$ cat config.mk
export PLATFORM = sky130hd
export DESIGN_NAME = rx_deframer
export DESIGN_NICKNAME = d
export VERILOG_FILES = /design/src/rtl/rx_pkg.sv /design/src/rtl/rx_sync.sv /design/src/rtl/rx_frame_fsm.sv /design/src/rtl/rx_fifo.sv /design/src/rtl/rx_deframer.sv
export SDC_FILE = /design/constraint.sdc
export NUM_CORES = 1
export LEC_CHECK = 0
export ABC_AREA = 1
export CORE_MARGIN = 2
export CORE_UTILIZATION = 40
export DETAILED_ROUTE_END_ITERATION = 7
export GPL_TIMING_DRIVEN = 0
export PLACE_DENSITY_LB_ADDON = 0.05
export SETUP_SLACK_MARGIN = 0.4
export SLEW_MARGIN = 15
export SYNTH_ARGS = -nofsm -noshare
export SYNTH_HDL_FRONTEND = slang
export SYNTH_SLANG_ARGS = --single-unit
$ cat constraint.sdc
create_clock -name clk -period 2 [get_ports clk]
set_input_delay 0.4 -clock clk [delete_from_list [all_inputs] [get_ports clk]]
set_output_delay 0.4 -clock clk [all_outputs]
set_load 0.01 [all_outputs]
$ cat src/rtl/rx_pkg.sv
package rx_pkg;

    typedef enum logic [2:0] {
        S_IDLE,
        S_START,
        S_DATA,
        S_PAR,
        S_STOP,
        S_HALF,
        S_BRK
    } rx_state_e;

    typedef struct packed {
        logic [7:0] data;
        logic       par_err;
        logic       frm_err;
        logic       brk;
    } rx_entry_t;

endpackage

$ cat src/rtl/rx_sync.sv
module rx_sync #(
    parameter int STAGES = 2
) (
    input  logic clk,
    input  logic rst_n,
    input  logic din,
    output logic dout
);
    logic [STAGES-1:0] sh_d, sh_q;

    always_comb begin
        sh_d = {sh_q[STAGES-2:0], din};
    end

    always_ff @(posedge clk or negedge rst_n) begin
        if (!rst_n) sh_q <= '1;
        else        sh_q <= sh_d;
    end

    assign dout = sh_q[STAGES-1];
endmodule

$ cat src/rtl/rx_frame_fsm.sv
module rx_frame_fsm
    import rx_pkg::*;
#(
    parameter int OSR     = 16,
    parameter int CONFIRM = 8
) (
    input  logic      clk,
    input  logic      rst_n,
    input  logic      tick,
    input  logic      rxd,
    input  logic [1:0] cfg_len,
    input  logic      par_en,
    input  logic      par_odd,
    output logic      push,
    output rx_entry_t wr_entry
);
    localparam int CW   = $clog2(OSR);
    localparam int HALF = OSR / 2;

    typedef struct packed {
        rx_state_e      st;
        logic [CW-1:0]  cnt;
        logic [2:0]     idx;
        logic [7:0]     shreg;
        logic           par;
        logic           line;
        logic           hi;
    } fsm_t;

    fsm_t q, n;
    logic [2:0] last_idx;
    logic       perr, is_brk;

    assign last_idx = 3'd4 + {1'b0, cfg_len};

    always_comb begin
        n        = q;
        push     = 1'b0;
        wr_entry = '0;
        perr     = par_en && ((^q.shreg ^ q.par) != par_odd);
        is_brk   = !rxd && (q.shreg == 8'h00) && !(par_en && q.par);
        unique case (q.st)
            S_IDLE: if (tick) begin
                n.line = rxd;
                if (q.line && !rxd) begin
                    n.st  = S_START;
                    n.cnt = '0;
                end
            end
            S_START: if (tick) begin
                if (q.cnt == CW'(CONFIRM - 1)) begin
                    if (rxd) begin
                        n.st   = S_IDLE;
                        n.line = 1'b1;
                    end else begin
                        n.st    = S_DATA;
                        n.cnt   = '0;
                        n.idx   = '0;
                        n.shreg = '0;
                        n.par   = 1'b0;
                    end
                end else begin
                    n.cnt = q.cnt + 1'b1;
                end
            end
            S_DATA: if (tick) begin
                if (q.cnt == CW'(OSR - 1)) begin
                    n.cnt            = '0;
                    n.shreg[q.idx]   = rxd;
                    if (q.idx == last_idx) n.st = par_en ? S_PAR : S_STOP;
                    else                   n.idx = q.idx + 1'b1;
                end else begin
                    n.cnt = q.cnt + 1'b1;
                end
            end
            S_PAR: if (tick) begin
                if (q.cnt == CW'(OSR - 1)) begin
                    n.cnt = '0;
                    n.par = rxd;
                    n.st  = S_STOP;
                end else begin
                    n.cnt = q.cnt + 1'b1;
                end
            end
            S_STOP: if (tick) begin
                if (q.cnt == CW'(OSR - 1)) begin
                    push             = 1'b1;
                    n.cnt            = '0;
                    wr_entry.data    = q.shreg;
                    wr_entry.par_err = perr && !is_brk;
                    wr_entry.frm_err = !rxd && !is_brk;
                    wr_entry.brk     = is_brk;
                    if (rxd) begin
                        n.st   = S_IDLE;
                        n.line = 1'b1;
                    end else if (is_brk) begin
                        n.st = S_BRK;
                        n.hi = 1'b0;
                    end else if (q.shreg != 8'h00) begin
                        n.st = S_HALF;
                    end else begin
                        n.st   = S_IDLE;
                        n.line = 1'b0;
                    end
                end else begin
                    n.cnt = q.cnt + 1'b1;
                end
            end
            S_HALF: if (tick) begin
                if (q.cnt == CW'(HALF - 1)) begin
                    n.cnt = '0;
                    if (!rxd) begin
                        n.st = S_START;
                    end else begin
                        n.st   = S_IDLE;
                        n.line = 1'b1;
                    end
                end else begin
                    n.cnt = q.cnt + 1'b1;
                end
            end
            S_BRK: begin
                if (rxd) begin
                    if (q.hi) begin
                        n.st   = S_IDLE;
                        n.line = 1'b1;
                        n.hi   = 1'b0;
                    end else begin
                        n.hi = 1'b1;
                    end
                end else begin
                    n.hi = 1'b0;
                end
            end
            default: n.st = S_IDLE;
        endcase
    end

    always_ff @(posedge clk or negedge rst_n) begin
        if (!rst_n) begin
            q      <= '0;
            q.st   <= S_IDLE;
            q.line <= 1'b1;
        end else begin
            q <= n;
        end
    end

    // leaving break needs two consecutive high samples
    p_brk_exit_r9: assert property (@(posedge clk) disable iff (!rst_n)
        ($past(q.st) == S_BRK && q.st != S_BRK) |-> ($past(rxd) && $past(rxd, 2)));

    // five-bit characters carry zero upper bits
    p_upper_zero_r3: assert property (@(posedge clk) disable iff (!rst_n)
        (push && cfg_len == 2'd0) |-> (wr_entry.data[7:5] == 3'b000));

    // a confirmation sample is only reached from an armed start
    p_start_from_idle_r1: assert property (@(posedge clk) disable iff (!rst_n)
        (q.st == S_DATA && $past(q.st) != S_DATA) |-> ($past(q.st) == S_START));
endmodule

$ cat src/rtl/rx_fifo.sv
module rx_fifo
    import rx_pkg::*;
#(
    parameter int DEPTH = 4
) (
    input  logic      clk,
    input  logic      rst_n,
    input  logic      push,
    input  rx_entry_t wr,
    input  logic      pop,
    input  logic      clr,
    output rx_entry_t head,
    output logic      empty,
    output logic      full,
    output logic      ovr
);
    localparam int AW = $clog2(DEPTH);
    localparam int CW = $clog2(DEPTH + 1);

    typedef struct packed {
        logic [AW-1:0] wp;
        logic [AW-1:0] rp;
        logic [CW-1:0] cnt;
        logic          ovr;
    } fifo_t;

    fifo_t     q, n;
    rx_entry_t mem [DEPTH];
    logic      do_wr, do_rd;

    function automatic logic [AW-1:0] nxt(input logic [AW-1:0] p);
        return (p == AW'(DEPTH - 1)) ? '0 : p + 1'b1;
    endfunction

    assign empty = (q.cnt == '0);
    assign full  = (q.cnt == CW'(DEPTH));
    assign head  = mem[q.rp];
    assign ovr   = q.ovr;

    always_comb begin
        n     = q;
        do_wr = push && !full;
        do_rd = pop && !empty;
        if (do_wr) n.wp = nxt(q.wp);
        if (do_rd) n.rp = nxt(q.rp);
        case ({do_wr, do_rd})
            2'b10:   n.cnt = q.cnt + 1'b1;
            2'b01:   n.cnt = q.cnt - 1'b1;
            default: n.cnt = q.cnt;
        endcase
        if (clr)          n.ovr = 1'b0;
        if (push && full) n.ovr = 1'b1;
    end

    always_ff @(posedge clk or negedge rst_n) begin
        if (!rst_n) q <= '0;
        else        q <= n;
    end

    always_ff @(posedge clk) begin
        if (do_wr) mem[q.wp] <= wr;
    end

    p_full_drop_r11: assert property (@(posedge clk) disable iff (!rst_n)
        (push && full && !pop) |=> $stable(q.cnt));

    p_ovr_sticky_r11: assert property (@(posedge clk) disable iff (!rst_n)
        (q.ovr && !clr) |=> q.ovr);

    p_ready_after_push_r10: assert property (@(posedge clk) disable iff (!rst_n)
        (push && !full) |=> !empty);

    p_pop_dec_r10: assert property (@(posedge clk) disable iff (!rst_n)
        (pop && !empty && !push) |=> (q.cnt == $past(q.cnt) - CW'(1)));
endmodule

$ cat src/rtl/rx_deframer.sv
module rx_deframer
    import rx_pkg::*;
#(
    parameter int DEPTH   = 4,
    parameter int OSR     = 16,
    parameter int CONFIRM = 8,
    parameter int SYNC    = 2
) (
    input  logic       clk,
    input  logic       rst_n,
    input  logic       tick16,
    input  logic       rxd,
    input  logic [1:0] cfg_len,
    input  logic       cfg_par_en,
    input  logic       cfg_par_odd,
    input  logic       rd_en,
    input  logic       err_clr,
    output logic       rx_rdy,
    output logic [7:0] rd_data,
    output logic       rd_par_err,
    output logic       rd_frm_err,
    output logic       rd_brk,
    output logic       ovr_err
);
    logic      rxd_s;
    logic      push;
    rx_entry_t wr_entry, head;
    logic      empty, full;

    rx_sync #(.STAGES(SYNC)) u_sync (
        .clk  (clk),
        .rst_n(rst_n),
        .din  (rxd),
        .dout (rxd_s)
    );

    rx_frame_fsm #(.OSR(OSR), .CONFIRM(CONFIRM)) u_fsm (
        .clk     (clk),
        .rst_n   (rst_n),
        .tick    (tick16),
        .rxd     (rxd_s),
        .cfg_len (cfg_len),
        .par_en  (cfg_par_en),
        .par_odd (cfg_par_odd),
        .push    (push),
        .wr_entry(wr_entry)
    );

    rx_fifo #(.DEPTH(DEPTH)) u_fifo (
        .clk  (clk),
        .rst_n(rst_n),
        .push (push),
        .wr   (wr_entry),
        .pop  (rd_en),
        .clr  (err_clr),
        .head (head),
        .empty(empty),
        .full (full),
        .ovr  (ovr_err)
    );

    assign rx_rdy     = !empty;
    assign rd_data    = head.data;
    assign rd_par_err = head.par_err;
    assign rd_frm_err = head.frm_err;
    assign rd_brk     = head.brk;

    // a break entry at the head always reads as zero data
    p_brk_zero_r8: assert property (@(posedge clk) disable iff (!rst_n)
        (rx_rdy && rd_brk) |-> (rd_data == 8'h00 && !rd_frm_err && !rd_par_err));
endmodule

==> results.tsv <==
metric	value	unit
# diodes	0	
P per Cell Area	1216	mW/mm^2
1st-pass router iterations	6	
status	finished, final reports clean	
Slew Limit Fails	0	
Cells after Synth	437	
critical path fanouts, max	3	
GRT Util Overall	19.48	%
Clock Latency Late Sink	0.35	ns
vias in the first global route	3163	
largest net degree at the start of global routing	28	
IO Pins	23	
Clock Skews	0.01096	ns
CP arrival	2.22	ns
nets	552	
flops & latches, synth	75	
Hold Fails Final Rpt	0	
Clock power frac	15.9	%
DP Area	0.004319	sq mm
post-DP HPWL	5929	um
Cell Area, Synth	0.003890	sq mm
initial antenna violation count	0	
syn nets	460	
CTS root buf	clkbuf_8	
share of cells above drive strength 1	42.51	%
Cell variety after synth	32	
Reg clk slew, reported paths	0.09	ns
Die Area	0.01053	sq mm
RSZ-0062 raised after global routing	true	
Sink Count	75	
Worst-Margin Slew	0.5187	ns
Final WS setup	0.01405	ns
initial DRC count	105	
commonest non-fill, non-tap cells in the layout	84 x nand2_1, 44 x edfxtp_1, 34 x nor2_4, 28 x buf_6, 27 x inv_1	
startpoint types	flip-flop	
pre-CTS WS	-0.6458	ns
Area Overhead vs Synth	46.29	%
Lkg Pwr	2.375	nW
commonest non-fill, non-tap cell in the layout	nand2_1	
Logic pwr share	56.3	%
sequential share of the synthesized area	54.00	%
DRT antenna net count	0	
crit path kind	flip-flop to flip-flop	
maximum capacitance violations	0	
detailed-route wire length per cell	15.07	um
Max Root-Sink Buffers	2	
sequential power share	27.8	%
via-per-instance ratio	4.983	
hold crit path type	flip-flop to flip-flop	
crit end category	flip-flop	
Data required, critical path	2.24	ns
Congestion Overflow GR	0	
YS warnings	0	
GP Congestion	0.8451	
fin crit share	99.30	%
Final min period	1.986	ns
drt total wl	9990	um
fin util	61.01	%
Buffers on Ports	22	
post-route design area	0.005690	sq mm
Psw	0.002892	W
die width	102.6	um
Sw Ratio	41.79	%
Max Freq	503.5	MHz
# DRC	0	
Avg Cell Area, Syn	8.902	sq um
Rel. slew slack	65.23	%
TritonCTS Buffers	9	
final setup fails	0	
CORE AREA	0.009328	sq mm
worst vdd ir	0.8105	mV
Internal	0.004027	W
H-tree levels	3	
height of the die	102.6	um
via count	3304	
Row Count	35	
Initial Util	41.70	%
global-route wire length before repair	15550	um
TritonCTS clock tree	done	
## what timing repair did
item / CTS / global route
endpoints found under the hold margin: 4 / 0
setup buffers: 41 / 11
gates cloned: 4 / 1
resized for setup: 166 / 116
pin swaps: 34 / 37
hold buffers: 1 / 0
endpoints found under the setup margin: 123 / 126
## sequential cells by signal, summed over array words and instances (netlist names)
name and count:
u_fsm.q 21, u_fifo.q 7, u_fifo.ovr 1, u_sync.sh_q 2, u_fifo.mem 44
## synthesized netlist by cell type, drive strengths merged
cell | instances | area share (%)
o21ai | 38 | 4.9
edfxtp | 44 | 34
nand3b | 6 | 1.2
xnor2 | 5 | 1.1
nor3 | 2 | 0.39
nand2 | 109 | 11
nor2 | 64 | 6.8
buf | 6 | 1.3
inv | 46 | 4.5
fa | 1 | 0.51
xor2 | 4 | 0.90
o211ai | 2 | 0.39
dfrtp | 28 | 18
o22ai | 12 | 1.9
and2 | 1 | 0.16
nand4 | 7 | 1.1
clkbuf | 7 | 0.68
a21oi | 9 | 1.3
ha | 12 | 3.9
nand3 | 30 | 4.0
dfstp | 3 | 2.0
or2 | 1 | 0.16
## worst paths after layout
path	to	slack (ns)	cells past startpoint	start
setup / recovery	u_fifo.q[3]$_DFFE_PN0P_	0.01	10	u_fsm.q[14]$_DFFE_PN0P_
hold / removal	u_sync.sh_q[1]$_DFF_PN1_	0.37	0	u_sync.sh_q[0]$_DFF_PN1_
setup reg to reg	u_fifo.q[3]$_DFFE_PN0P_	0.01	10	u_fsm.q[14]$_DFFE_PN0P_
hold reg to reg	u_sync.sh_q[1]$_DFF_PN1_	0.37	0	u_sync.sh_q[0]$_DFF_PN1_
max in group asynchronous	u_sync.sh_q[1]$_DFF_PN1_	1.09	3	rst_n
min in group asynchronous	u_fifo.q[1]$_DFFE_PN0P_	0.42	2	rst_n
## stage by stage
stage / setup TNS [ns] / hold slack (ns) / std cells / total power (W)
2_1_floorplan: 0 / 0.1044 / 437 / 0.003583
4_1_cts: 0 / 0.3744 / 651 / 0.006289
3_3_place_gp: -48.65 / 0.3488 / 588 / 0.004347
6_report: 0 / 0.3703 / 663 / 0.006919
3_5_place_dp: -38.51 / 0.2532 / 589 / 0.004381
5_1_grt: -1.386 / 0.3864 / 663 / 0.007393
## critical path, stage by stage (launching register included)
cell     delay (ns)
dfrtp_1        0.40
ha_2           0.21
nand4_1        0.23
nor2_4         0.07
nand2_4        0.08
ha_4           0.14
inv_4          0.03
fa_2           0.35
a21oi_2        0.14
o21ai_2        0.07
xor2_1         0.14
## power by group through the flow
stage | Sequential (W) | Clock [W] | Combinational, W
3_5_place_dp | 0.00194 | 0 | 0.00244
2_1_floorplan | 0.00191 | 0 | 0.00167
5_1_grt | 0.00194 | 0.00121 | 0.00424
4_1_cts | 0.00192 | 0.00114 | 0.00323
6_report | 0.00192 | 0.00110 | 0.00390
3_3_place_gp | 0.00194 | 0 | 0.00241
## layout make-up
class                           instances  area [sq um]
Fill cell                             795          3637
Multi-Input combinational cell        303          2105
Sequential cell                        75          2103
Timing Repair Buffer                   81         778.2
Inverter                               46         192.7
Buffer                                 13         167.7
Tap cell                              129         161.4
Clock buffer                            9         123.9
Clock inverter                          7         58.81
## cell families after synthesis
| family | synth area share [%] |
|---|---|
| simple gates | 24.70 |
| flops | 54.00 |
| compound gates | 8.459 |
| buf+inv | 6.433 |
| xor+xnor | 2.026 |
| fa+ha+maj | 4.374 |
## metal layers
layer | routed length (um) | vias up | global-route usage (%)
li1 | - | 1635 | -
met1 | 4219 | 1600 | 23.55
met2 | 5243 | 56 | 33.94
met3 | 341 | 13 | 5.627
met4 | 186 | 0 | 5.538
met5 | 0 | - | 0
No activity file was read; power rests on OpenSTA's default activity.
